**config.mk**
```make
export PLATFORM = sky130hd
export DESIGN_NAME = iaddr_step
export DESIGN_NICKNAME = d
export VERILOG_FILES = /design/src/rtl/iaddr_step.sv
export SDC_FILE = /design/constraint.sdc
export NUM_CORES = 1
export LEC_CHECK = 0
export BUFFER_PORTS_ARGS = -buffer_cell sky130_fd_sc_hd__buf_2
export CAP_MARGIN = 10
export CORE_ASPECT_RATIO = 1.25
export CORE_MARGIN = 8
export CORE_UTILIZATION = 45
export DETAILED_ROUTE_END_ITERATION = 6
export PLACE_DENSITY = 0.87
export SLEW_MARGIN = 5
export SYNTH_ARGS = -nofsm -noshare
export SYNTH_HDL_FRONTEND = slang
export SYNTH_SLANG_ARGS = --single-unit
```
**constraint.sdc**
```tcl
create_clock -name clk -period 2.53 [get_ports clk]
set_input_delay 0.1265 -clock clk [delete_from_list [all_inputs] [get_ports clk]]
set_output_delay 0.1265 -clock clk [all_outputs]
set_load 0.01 [all_outputs]
```
**src/rtl/iaddr_step.sv**
```systemverilog
module iaddr_step #(
  parameter int WORD_W = 64,
  parameter int ADDR_W = 24
) (
  input  logic              clk,
  input  logic              rst_n,
  input  logic              fetch_i,
  input  logic [7:0]        opcode_i,
  input  logic              load_word_i,
  input  logic [WORD_W-1:0] word_i,
  input  logic              branch_i,
  input  logic [ADDR_W-1:0] target_i,
  output logic [WORD_W-1:0] psw_o,
  output logic [ADDR_W-1:0] addr_o,
  output logic              misalign_o
);
  localparam int HI_W = WORD_W - ADDR_W;

  logic [WORD_W-1:0] psw_q;
  logic [ADDR_W-1:0] step;

  always_comb begin
    unique case (opcode_i[7:6])
      2'b00:   step = ADDR_W'(2);
      2'b11:   step = ADDR_W'(6);
      default: step = ADDR_W'(4);
    endcase
  end

  always_ff @(posedge clk or negedge rst_n) begin
    if (!rst_n)           psw_q <= '0;
    else if (load_word_i) psw_q <= word_i;
    else if (branch_i)    psw_q[ADDR_W-1:0] <= target_i;
    else if (fetch_i)     psw_q[ADDR_W-1:0] <= psw_q[ADDR_W-1:0] + step;
  end

  assign psw_o      = psw_q;
  assign addr_o     = psw_q[ADDR_W-1:0];
  assign misalign_o = psw_q[0];

  logic [HI_W-1:0] unused_hi;
  assign unused_hi = psw_q[WORD_W-1:ADDR_W];
endmodule


```
==> metrics <==
status completed; Die X ~95 um; Synth Flop Type dfrtp_1; Starting Density 45.5%; Slew HR around 46%; Crit Path Class reg -> reg; worst flop-to-flop path startpoint psw_o[1]$_DFFE_PN0P_; fmax between 0.4 and 0.5 GHz; synth unique cells 54; Leak between 2 and 2.5 nW; max reg flops 64; Hold Path Depth 2; final hold vios 0; vias per cell around 5.4; r2r setup slk around 0.29 ns; Yosys Warn Count 0; vias in the first global route 3483; slowest cell delay on critical path between 0.4 and 0.5 ns; Core Area ~0.0077 sq mm; Max IR drop VDD ~0.43 mV; clk_skew 0.00561 ns; residual DRC count 0; Fillers roughly 650; Hold Path Sink psw_o[32]$_DFFE_PN0P_; H-tree Lvls 3; Sinks on Clock Net 64; DRT iter0 DRCs 162; RePlAce Congestion 0.854; crit path launch type flop; CP Max Fanout 6; Post-Syn Area ~0.0035 sq mm; total of max-cap violations 0; post-CTS setup buffer count 0; family with the most delay on the worst path simple AND/OR/NAND/NOR gates; top cell type's share of synthesized area between 40% and 50%; Die Span Y between 100 and 150 um; Sequential Area ~0.0016 sq mm; final setup vio count 0; Hold Worst Slack between 0.015 and 0.02 ns; Pre-antenna DRT Iters 4; Final #Nets ~600; Max Slew Vio Count 0; worst-margin pin slew approximately 0.81 ns; Root Buffer clkbuf_8; Req. time, crit path around 2.8 ns; global-route wire length before repair 16.8 mm; total track usage between 10% and 20%; reg2reg end psw_o[19]$_DFFE_PN0P_; Setup TNS 0 ns; syn_area_per_cell 10.5 sq um; n_diodes 0; top post-synthesis cells by area dfrtp_1 46%, mux2_2 13%, buf_4 5.4%; worst path bufs/invs 1; largest net degree at the start of global routing 41; Cells after Synth about 340; hpwl dp 8.21 mm; WP data arrival approximately 2.5 ns; CTS Buffer Depth 2; CP Capture Type flop; initial antenna violation count 0; Final min period between 2 and 2.5 ns; CTS tree yes; flops & latches, synth 64; Routed wire per std cell ~18 um; area taken by multi-input logic gates between 0.0015 and 0.002 sq mm; Synth async-reset ratio 100%; Synth-to-Final Area Change 31.1%; Synth area leader dfrtp_1; fin crit share 88.4%; RSZ-0062 raised after global routing no; pwr dens approximately 630 mW/mm^2; die area ~0.011 sq mm; Worst Hold Class in -> reg; sequential-to-total area share from yosys stat between 40% and 50%; global route total overflow 0; Worst-path clk slew ~0.070 ns; Mapped Nets 440; Buffers on Ports between 150 and 200; Site Rows 36; DR vias ~3200; Reg2Reg Depth 7; I/O Pins 190; antenna-violating nets left 0; critical path cell sequence ha_1 > inv_1 > fa_1 > nand2b_1 > or2_1 > or4b_1 > nand3_1; CP max stage cell or4b_1; Post-Route WL about 11 mm; EDFF count, synth 0; worst skew pair latency between 0.3 and 0.4 ns; CTS Buf Count 9; layout cells sized above 1 about half; Worst Hold Launch word_i[32]
metal layers:
| layer | routed length, um | part of all wire, % | global-route usage, % |
|---|---|---|---|
| met3 | 1000 | 9.4 | 5.91 |
| met1 | 3980 | 37 | 21.9 |
| met2 | 5370 | 51 | 33.8 |
| met5 | 0 | 0 | 0 |
| met4 | 265 | 2.5 | 7.83 |
through the flow:
stage | area (sq um) | std cells | total power, mW | setup slack, ns | util [%]
2_1_floorplan | 3510 | 335 | 1.59 | 0.439 | -
4_1_cts | 4600 | 597 | 2.91 | 0.298 | 59.7
5_1_grt | 4600 | 597 | 3.03 | 0.156 | 59.7
6_report | 4600 | 597 | 2.88 | 0.292 | 59.7
3_3_place_gp | 4310 | 576 | 1.83 | 0.205 | 56.0
3_5_place_dp | 4310 | 576 | 1.86 | 0.119 | 56.0
logic make-up after synthesis:
group,count (synthesis),synth area share [%]
buffers and inverters,57,9.20
multiplexers,47,14.8
AND/OR/NAND/NOR,97,15.5
flip-flops,64,45.7
AO/OA/AOI/OAI,55,10.4
XOR/XNOR,11,2.75
adder cells (fa/ha/maj),4,1.64
layout by cell type, fill, tap and decap left out, types with 4 or more instances in the layout:
master and count:
clkbuf_8 9, a21oi_1 12, nand4_1 10, and3_1 4, buf_4 5, nor3_1 7, dlygate4sd3_1 5, buf_2 183
o311ai_0 5, o21ai_0 10, nand2b_1 4, nor2_1 13, dfrtp_1 64, mux2_2 40, mux2i_1 7, o22ai_1 5
xnor2_1 6, xor2_1 5, nand3_1 13, inv_1 14, nand2_1 22
repair_timing:
item | in CTS | in global routing
hold endpoints to repair | 39 | 0
resized for setup | 0 | 0
hold buffers | 5 | 0
synthesized netlist by cell type (2+ instances only):
cell,n
or3_1,2
nor3b_1,3
clkbuf_1,9
dfrtp_1,64
o22ai_1,5
nor2_1,13
o31ai_1,2
o311ai_1,3
o311ai_0,5
a21oi_1,12
mux2i_1,7
and3_1,4
xnor2_1,6
nand4_1,10
nand3_1,13
ha_1,3
inv_1,14
nand4_2,2
nand2_1,22
nor2b_1,3
buf_2,6
o21ai_1,3
buf_4,25
nor3_1,7
a211oi_1,2
xor2_1,5
o221ai_1,3
nor4_1,3
nand2b_1,4
and4_1,3
mux2_2,40
o21ai_0,10
how the worst max path moves through the flow:
| stage | start | end | slack [ns] | cells past startpoint |
|---|---|---|---|---|
| 2_1_floorplan | opcode_i[6] | psw_o[19]$_DFFE_PN0P_ | 0.44 | 10 |
| 3_3_place_gp | opcode_i[6] | psw_o[19]$_DFFE_PN0P_ | 0.20 | 11 |
| 3_5_place_dp | opcode_i[6] | psw_o[19]$_DFFE_PN0P_ | 0.12 | 11 |
| 4_1_cts | psw_o[1]$_DFFE_PN0P_ | psw_o[19]$_DFFE_PN0P_ | 0.30 | 7 |
| 5_1_grt | psw_o[1]$_DFFE_PN0P_ | psw_o[19]$_DFFE_PN0P_ | 0.16 | 7 |
| 6_report | psw_o[1]$_DFFE_PN0P_ | psw_o[19]$_DFFE_PN0P_ | 0.29 | 7 |
where the power goes:
group	switching (mW)	internal, mW	total (mW)
clock	0.396	0.651	1.05
sequential	0.106	1.13	1.23
combinational	0.316	0.288	0.604
total	0.818	2.06	2.88
cell type report:
type,count,area share (%)
Tap cell,95,2.59
Clock buffer,10,2.78
Clock inverter,6,2.34
Multi-Input combinational cell,214,34.4
Timing Repair Buffer,193,21.8
Sequential cell,64,34.8
Inverter,15,1.22
No activity file was read; power rests on OpenSTA's default activity.
